**config.mk**
```make
export PLATFORM = sky130hd
export DESIGN_NAME = hwb_dcache
export DESIGN_NICKNAME = d
export VERILOG_FILES = /design/src/rtl/hwb_dcache_pkg.sv /design/src/rtl/hwb_tag_store.sv /design/src/rtl/hwb_data_store.sv /design/src/rtl/hwb_dcache.sv
export SDC_FILE = /design/constraint.sdc
export NUM_CORES = 2
export LEC_CHECK = 0
export BUFFER_PORTS_ARGS = -buffer_cell sky130_fd_sc_hd__buf_2
export CELL_PAD_IN_SITES_DETAIL_PLACEMENT = 0
export CELL_PAD_IN_SITES_GLOBAL_PLACEMENT = 1
export CORE_UTILIZATION = 59
export CTS_CLUSTER_SIZE = 40
export DETAILED_ROUTE_END_ITERATION = 10
export PLACE_DENSITY = 0.85
export SYNTH_ARGS = -nofsm -noshare
export SYNTH_HDL_FRONTEND = slang
export SYNTH_SLANG_ARGS = --single-unit
```
**constraint.sdc**
```tcl
create_clock -name clk -period 12.2 [get_ports clk]
set_input_delay 2.44 -clock clk [delete_from_list [all_inputs] [get_ports clk]]
set_output_delay 2.44 -clock clk [all_outputs]
set_load 0.005 [all_outputs]
```
**src/rtl/hwb_dcache_pkg.sv**
```systemverilog
`timescale 1ns/1ps
package hwb_dcache_pkg;
    localparam int WORD_W     = 32;
    localparam int LINE_WORDS = 8;
    localparam int WIDX_W     = $clog2(LINE_WORDS);
    localparam int OFF_W      = WIDX_W + 2;

    typedef enum logic [2:0] {
        ST_IDLE,
        ST_LOOK,
        ST_WBUF,
        ST_EVICT,
        ST_FREQ,
        ST_FILL
    } ctl_state_t;

    typedef struct packed {
        logic       valid;
        logic [1:0] dirty;
    } line_flags_t;

    // First half to flush: lower when its flag is set, otherwise upper.
    function automatic logic first_half(input logic [1:0] d);
        return ~d[0];
    endfunction
endpackage

```
**src/rtl/hwb_tag_store.sv**
```systemverilog
`timescale 1ns/1ps
module hwb_tag_store
    import hwb_dcache_pkg::*;
#(
    parameter int WAYS  = 2,
    parameter int SETS  = 4,
    parameter int TAG_W = 25,
    localparam int WAY_W = $clog2(WAYS),
    localparam int SET_W = $clog2(SETS)
) (
    input  logic             clk,
    input  logic             rst,
    input  logic [SET_W-1:0] look_set,
    input  logic [TAG_W-1:0] look_tag,
    output logic [WAYS-1:0]  hit_vec,
    input  logic [WAY_W-1:0] vic_way,
    output logic [TAG_W-1:0] vic_tag,
    output logic             vic_valid,
    output logic [1:0]       vic_dirty,
    input  logic             install_en,
    input  logic             mark_en,
    input  logic [WAY_W-1:0] mark_way,
    input  logic             mark_half
);
    line_flags_t      flags_q [WAYS][SETS];
    logic [TAG_W-1:0] tag_q   [WAYS][SETS];

    for (genvar w = 0; w < WAYS; w++) begin : g_cmp
        assign hit_vec[w] = flags_q[w][look_set].valid && (tag_q[w][look_set] == look_tag);
    end

    assign vic_tag   = tag_q[vic_way][look_set];
    assign vic_valid = flags_q[vic_way][look_set].valid;
    assign vic_dirty = flags_q[vic_way][look_set].dirty;

    always_ff @(posedge clk) begin
        if (rst) begin
            for (int w = 0; w < WAYS; w++)
                for (int s = 0; s < SETS; s++)
                    flags_q[w][s] <= '0;
        end else begin
            if (install_en) begin
                flags_q[vic_way][look_set] <= '{valid: 1'b1, dirty: 2'b00};
                tag_q[vic_way][look_set]   <= look_tag;
            end
            if (mark_en)
                flags_q[mark_way][look_set].dirty[mark_half] <= 1'b1;
        end
    end


    hit_onehot_chk: assert property (@(posedge clk) disable iff (rst) $onehot0(hit_vec));

    reset_clear_chk: assert property (@(posedge clk) disable iff (rst) $past(rst) |-> (hit_vec == '0));
endmodule

```
**src/rtl/hwb_data_store.sv**
```systemverilog
`timescale 1ns/1ps
module hwb_data_store
    import hwb_dcache_pkg::*;
#(
    parameter int WAYS = 2,
    parameter int SETS = 4,
    localparam int WAY_W = $clog2(WAYS),
    localparam int SET_W = $clog2(SETS)
) (
    input  logic              clk,
    input  logic [SET_W-1:0]  set_idx,
    input  logic              wr_en,
    input  logic [WAY_W-1:0]  wr_way,
    input  logic [WIDX_W-1:0] wr_word,
    input  logic [WORD_W-1:0] wr_data,
    input  logic [WAY_W-1:0]  rd_way,
    input  logic [WIDX_W-1:0] rd_word,
    output logic [WORD_W-1:0] rd_data
);
    logic [WORD_W-1:0] words_q [WAYS][SETS][LINE_WORDS];

    always_ff @(posedge clk) begin
        if (wr_en)
            words_q[wr_way][set_idx][wr_word] <= wr_data;
    end

    assign rd_data = words_q[rd_way][set_idx][rd_word];
endmodule

```
**src/rtl/hwb_dcache.sv**
```systemverilog
`timescale 1ns/1ps
module hwb_dcache
    import hwb_dcache_pkg::*;
#(
    parameter int ADDR_W = 32,
    parameter int WAYS   = 2,
    parameter int SETS   = 4,
    localparam int WAY_W = $clog2(WAYS),
    localparam int SET_W = $clog2(SETS),
    localparam int TAG_W = ADDR_W - SET_W - OFF_W
) (
    input  logic              clk,
    input  logic              rst,
    input  logic              cache_en,
    input  logic              req_valid,
    input  logic              req_write,
    input  logic              req_wb_region,
    input  logic [ADDR_W-1:0] req_addr,
    input  logic [WORD_W-1:0] req_wdata,
    input  logic [WAY_W-1:0]  req_victim,
    output logic              resp_valid,
    output logic [WORD_W-1:0] resp_rdata,
    output logic              mem_rd_req,
    output logic [ADDR_W-1:0] mem_rd_addr,
    input  logic              mem_rd_valid,
    input  logic [WORD_W-1:0] mem_rd_data,
    output logic              wb_valid,
    input  logic              wb_ready,
    output logic [ADDR_W-1:0] wb_addr,
    output logic [WORD_W-1:0] wb_data
);
    ctl_state_t        state;
    logic              r_write, r_wbreg, r_en, r_install, ev_half;
    logic [ADDR_W-1:0] r_addr;
    logic [WORD_W-1:0] r_wdata;
    logic [WAY_W-1:0]  r_victim, hit_way, rd_way;
    logic [WIDX_W-1:0] cnt, r_word, rd_word;
    logic [SET_W-1:0]  r_set;
    logic [TAG_W-1:0]  r_tag, vic_tag;
    logic [WAYS-1:0]   hit_vec;
    logic              hit_any, vic_valid, data_we, fill_we, mark_en, install_en;
    logic [1:0]        vic_dirty;
    logic [WORD_W-1:0] rd_data;

    assign r_word  = r_addr[2 +: WIDX_W];
    assign r_set   = r_addr[OFF_W +: SET_W];
    assign r_tag   = r_addr[ADDR_W-1 -: TAG_W];
    assign hit_any = |hit_vec;

    always_comb begin
        hit_way = '0;
        for (int w = 0; w < WAYS; w++)
            if (hit_vec[w]) hit_way = WAY_W'(w);
    end

    assign data_we    = (state == ST_LOOK) && r_write && hit_any && r_en;
    assign mark_en    = data_we && r_wbreg;
    assign fill_we    = (state == ST_FILL) && mem_rd_valid && r_install;
    assign install_en = fill_we && (cnt == WIDX_W'(LINE_WORDS - 1));
    assign rd_way     = (state == ST_EVICT) ? r_victim : hit_way;
    assign rd_word    = (state == ST_EVICT) ? {ev_half, cnt[WIDX_W-2:0]} : r_word;

    hwb_tag_store #(.WAYS(WAYS), .SETS(SETS), .TAG_W(TAG_W)) u_tags (
        .clk(clk), .rst(rst), .look_set(r_set), .look_tag(r_tag), .hit_vec(hit_vec),
        .vic_way(r_victim), .vic_tag(vic_tag), .vic_valid(vic_valid), .vic_dirty(vic_dirty),
        .install_en(install_en), .mark_en(mark_en), .mark_way(hit_way),
        .mark_half(r_word[WIDX_W-1])
    );

    hwb_data_store #(.WAYS(WAYS), .SETS(SETS)) u_data (
        .clk(clk), .set_idx(r_set), .wr_en(data_we | fill_we),
        .wr_way(fill_we ? r_victim : hit_way), .wr_word(fill_we ? cnt : r_word),
        .wr_data(fill_we ? mem_rd_data : r_wdata),
        .rd_way(rd_way), .rd_word(rd_word), .rd_data(rd_data)
    );

    assign mem_rd_req  = (state == ST_FREQ);
    assign mem_rd_addr = {r_addr[ADDR_W-1:OFF_W], {OFF_W{1'b0}}};
    assign wb_valid    = (state == ST_WBUF) || (state == ST_EVICT);
    assign wb_addr     = (state == ST_EVICT)
                         ? {vic_tag, r_set, ev_half, cnt[WIDX_W-2:0], 2'b00} : r_addr;
    assign wb_data     = (state == ST_EVICT) ? rd_data : r_wdata;

    always_ff @(posedge clk) begin
        if (rst) begin
            state      <= ST_IDLE;
            resp_valid <= 1'b0;
            resp_rdata <= '0;
            cnt        <= '0;
            ev_half    <= 1'b0;
            r_write    <= 1'b0;
            r_wbreg    <= 1'b0;
            r_en       <= 1'b0;
            r_install  <= 1'b0;
            r_addr     <= '0;
            r_wdata    <= '0;
            r_victim   <= '0;
        end else begin
            resp_valid <= 1'b0;
            case (state)
                ST_IDLE: if (req_valid) begin
                    r_write  <= req_write;
                    r_wbreg  <= req_wb_region;
                    r_en     <= cache_en;
                    r_addr   <= req_addr;
                    r_wdata  <= req_wdata;
                    r_victim <= req_victim;
                    state    <= ST_LOOK;
                end
                ST_LOOK: begin
                    if (r_write) begin
                        if (hit_any && r_en && r_wbreg) begin
                            resp_valid <= 1'b1;
                            state      <= ST_IDLE;
                        end else begin
                            state <= ST_WBUF;
                        end
                    end else if (hit_any && r_en) begin
                        resp_valid <= 1'b1;
                        resp_rdata <= rd_data;
                        state      <= ST_IDLE;
                    end else begin
                        cnt       <= '0;
                        r_install <= r_en;
                        if (r_en && vic_valid && (|vic_dirty)) begin
                            ev_half <= first_half(vic_dirty);
                            state   <= ST_EVICT;
                        end else begin
                            state <= ST_FREQ;
                        end
                    end
                end
                ST_WBUF: if (wb_ready) begin
                    resp_valid <= 1'b1;
                    state      <= ST_IDLE;
                end
                ST_EVICT: if (wb_ready) begin
                    cnt <= cnt + 1'b1;
                    if (cnt[WIDX_W-2:0] == '1) begin
                        cnt <= '0;
                        if (!ev_half && vic_dirty[1]) ev_half <= 1'b1;
                        else                          state   <= ST_FREQ;
                    end
                end
                ST_FREQ: begin
                    cnt   <= '0;
                    state <= ST_FILL;
                end
                ST_FILL: if (mem_rd_valid) begin
                    cnt <= cnt + 1'b1;
                    if (cnt == r_word) begin
                        resp_valid <= 1'b1;
                        resp_rdata <= mem_rd_data;
                    end
                    if (cnt == WIDX_W'(LINE_WORDS - 1)) state <= ST_IDLE;
                end
                default: state <= ST_IDLE;
            endcase
        end
    end


    wb_hold_chk: assert property (@(posedge clk) disable iff (rst)
        (wb_valid && !wb_ready) |=> (wb_valid && $stable(wb_addr) && $stable(wb_data)));

    evict_dirty_chk: assert property (@(posedge clk) disable iff (rst)
        (state == ST_EVICT) |-> vic_dirty[ev_half]);

    fill_pulse_chk: assert property (@(posedge clk) disable iff (rst)
        mem_rd_req |=> !mem_rd_req);

    resp_pulse_chk: assert property (@(posedge clk) disable iff (rst)
        resp_valid |=> !resp_valid);

    wb_silent_chk: assert property (@(posedge clk) disable iff (rst)
        ((state == ST_LOOK) && r_write && hit_any && r_en && r_wbreg) |=> !wb_valid);
endmodule

```
==> impl_metrics.toml <==
[outcome]
outcome = "complete, no violations"

[cts]
cts_buffers = 224
cts_resized = 0
cts_tree = "yes"
post_cts_buffers = 0
insertion_delay_ps = 860
cts_num_sinks = 2382
cts_hold_buffers = 0
cts_buffer_depth = 3
cts-root-buf = "clkbuf_16"
clkTransAtPathRegs_ps = 60
cts-htree-levels = 4

[critical_path]
crit_path_frequent_cell = "buf_4"
r2r_slack_ps = 5370
crit_fanout = 46
worstPathArrival_ps = 7010
critPathTopFamily = "compound AO/OA/AOI/OAI gates"
crit-reg2reg-capture = "u_data.words_q[1][154]"
critical_path_class = "flip-flop to output pin"
cpMaxStageDelayCell = "a221oi_1"
cp.required_ps = 9760
r2r_cells = 11
critPathMaxStageDelay_ps = 1030
crit_chain = "buf_4, mux4_2, xnor2_1, o2111ai_1, nor3_1, and4_1, buf_4, nor2_2, buf_4, a221oi_1, a31oi_1, buf_2"
r2r-start = "r_addr[5]"
crit_path_end_kind = "output pin"
cp.buffers_inverters = 4
cp-start-kind = "flip-flop"

[sta]
setup_viol = 0
slew_headroom_pct = 4.33
rsz0062_at_grt = "no"
final.setup.tns_ps = 0
skew_ps = 49.5
max_slew.worst_pin.slew_ps = 1440
hold_slack_ps = 454
fmax_mhz = 106
fin_crit_sh_pct = 77.5
period_minus_slack_ps = 9450
hold_viol_final = 0
slew_violations = 0

[die]
io_pins = 236
start_util_pct = 59.4
rows = 147
placeableCoreArea_um2 = 160000
die-area_um2 = 163000
chipWidth_um = 404
die_y_um = 404

[power_and_ir_drop]
peakVddDrop_mv = 0.158
power_density_nw_per_um2 = 185
leakage_uw = 0.0341

[yosys]
synthCells = 4997
synth_common_cells = "edfxtp_1 (2272), mux4_2 (560), nand2_1 (418)"
yosysTopAreaCellShare_pct = 71.6
synth-main-ff-cell = "edfxtp_1"
synth-seq-area-share_pct = 73.9
yosysTopAreaCell = "edfxtp_1"
synth_warnings = 0
ys_types = 80
synth_area_leaders = "edfxtp_1 (72%), mux4_2 (13%), dfxtp_1 (2.3%)"
synth.avg_cell_area_um2 = 19.1
synth_most_common_cell = "edfxtp_1"
ys_ff_latch = 2382
async_flop_share_pct = 0
syn-cell-area_um2 = 95300
synth-edff-count = 2272

[route]
first_iter_violations = 8765
first_pass_iters = 9
dr_total_vias = 53600
drc_errors = 0
wirelength_mm = 265
ant_nets = 0
post_drt_via_cell_ratio = 7.04
wl_per_cell_um = 34.7

[placed_design]
place_hpwl_mm = 146
dpl.cell_count = 7192
gp_congestion = 0.919
port_buffers = 230

[worst_hold_path]
whs_path_depth = 2
holdPathEnd = "r_addr[1]"
hold_class = "flip-flop to flip-flop"
min_from = "r_addr[1]"

[cells_and_area]
regArea_um2 = 70400
drive_gt1_share_pct = 27.6
multi_input_area_um2 = 23700
fillers = 10200
nets = 5366
final_util_pct = 66.5
area_growth_syn_to_layout_pct = 12.0
fin_cells = 7622

[job]
maxCapViolations = 0

[grt]
grt.total_usage_pct = 32.5
grt_max_degree = 116
grt_antenna_before_repair = 9
grt_pass1_wl_mm = 376
grt-ovfl-total = 0
grt_pass1_vias = 52500
## how the worst max path moves through the flow
| stage | cells after the start | to | startpoint |
|---|---|---|---|
| floorplan | 14 | wb_data[12] | r_addr[6] |
| global placement | 11 | wb_data[0] | r_addr[5] |
| detailed placement | 12 | wb_data[27] | r_addr[5] |
| CTS | 12 | wb_data[27] | r_addr[5] |
| global route | 12 | wb_data[27] | r_addr[5] |
| finish | 12 | wb_data[27] | r_addr[5] |
## where the power goes
| group | internal, uW | switching (uW) |
|---|---|---|
| sequential | 9400 | 162 |
| combinational | 1110 | 2120 |
| clock | 3900 | 3080 |
## placed cells by master (no fill, tap or decap), types with 19 or more instances in the layout
cell type and n:
a21oi_1 116, nand2_2 34, dfxtp_1 108, xnor2_1 39, a221oi_1 36, o21ai_0 63
nor2_1 106, nand4_1 28, buf_2 229, bufinv_16 22, clkinv_1 56, mux4_2 560
edfxtp_1 2272, and2_1 36, mux2i_1 73, nand3_1 86, nand2_1 383, clkbuf_1 30
nor2_4 66, mux2_2 40, a31oi_1 37, a22oi_1 110, a211oi_1 29, and3_1 35
clkbuf_16 227, buf_4 162, o41ai_2 19, a22o_1 62, a222oi_1 69, clkinv_2 56
## cell type report
cell class	count	share of cell area, %
Clock buffer	265	5.49
Sequential cell	2382	66.0
Tap cell	2160	2.53
Antenna cell	7	0.0164
Timing Repair Buffer	397	2.33
Multi-Input combinational cell	2235	22.2
Clock inverter	158	1.40
Inverter	18	0.0633
## registers in the layout, indices dropped and copies added (netlist names), named ones only
register / cells
resp_valid: 1
cnt: 3
r_install: 1
r_wdata: 32
r_write: 1
r_wbreg: 1
u_data.words_q: 2048
state: 3
u_tags.tag_q: 200
resp_rdata: 32
u_tags.flags_q: 24
ev_half: 1
r_addr: 32
r_en: 1
r_victim: 1
## through the flow
stage	worst slack (ps)	instance area, um^2	power, uW
global placement	3910	99400	12800
global route	2670	107000	20200
finish	2750	107000	19800
floorplan	6550	95300	11700
detailed placement	3890	99400	12900
CTS	2890	107000	19800
## routing by layer
metal  wire length (um)  track usage, %
met4              13900            15.0
met1              94700            44.7
met5                 27               0
met2             123000            50.0
met3              32900            7.59
## worst reg2reg max path: stages, from the launching register on
cell and delay, ps:
dfxtp_4 840, buf_12 600, mux4_2 630, xnor2_1 320, nand4_1 150, nor4_1 500
and4_2 820, nand2_1 110, o21ai_0 300, nand3_1 810, nor2_4 690, buf_4 670
## logic make-up (layout without fill, tap and decap cells)
logic type	Yosys count	in the layout	synth area share, %
AO/OA/AOI/OAI	619	619	4.90
other	1	12	0.00394
adder cells (fa/ha/maj)	3	3	0.0394
XOR/XNOR	49	49	0.451
buffers and inverters	384	838	1.98
AND/OR/NAND/NOR	881	881	4.13
flip-flops	2382	2382	73.9
multiplexers	678	678	14.6
Power figures use the tool's default switching activity.
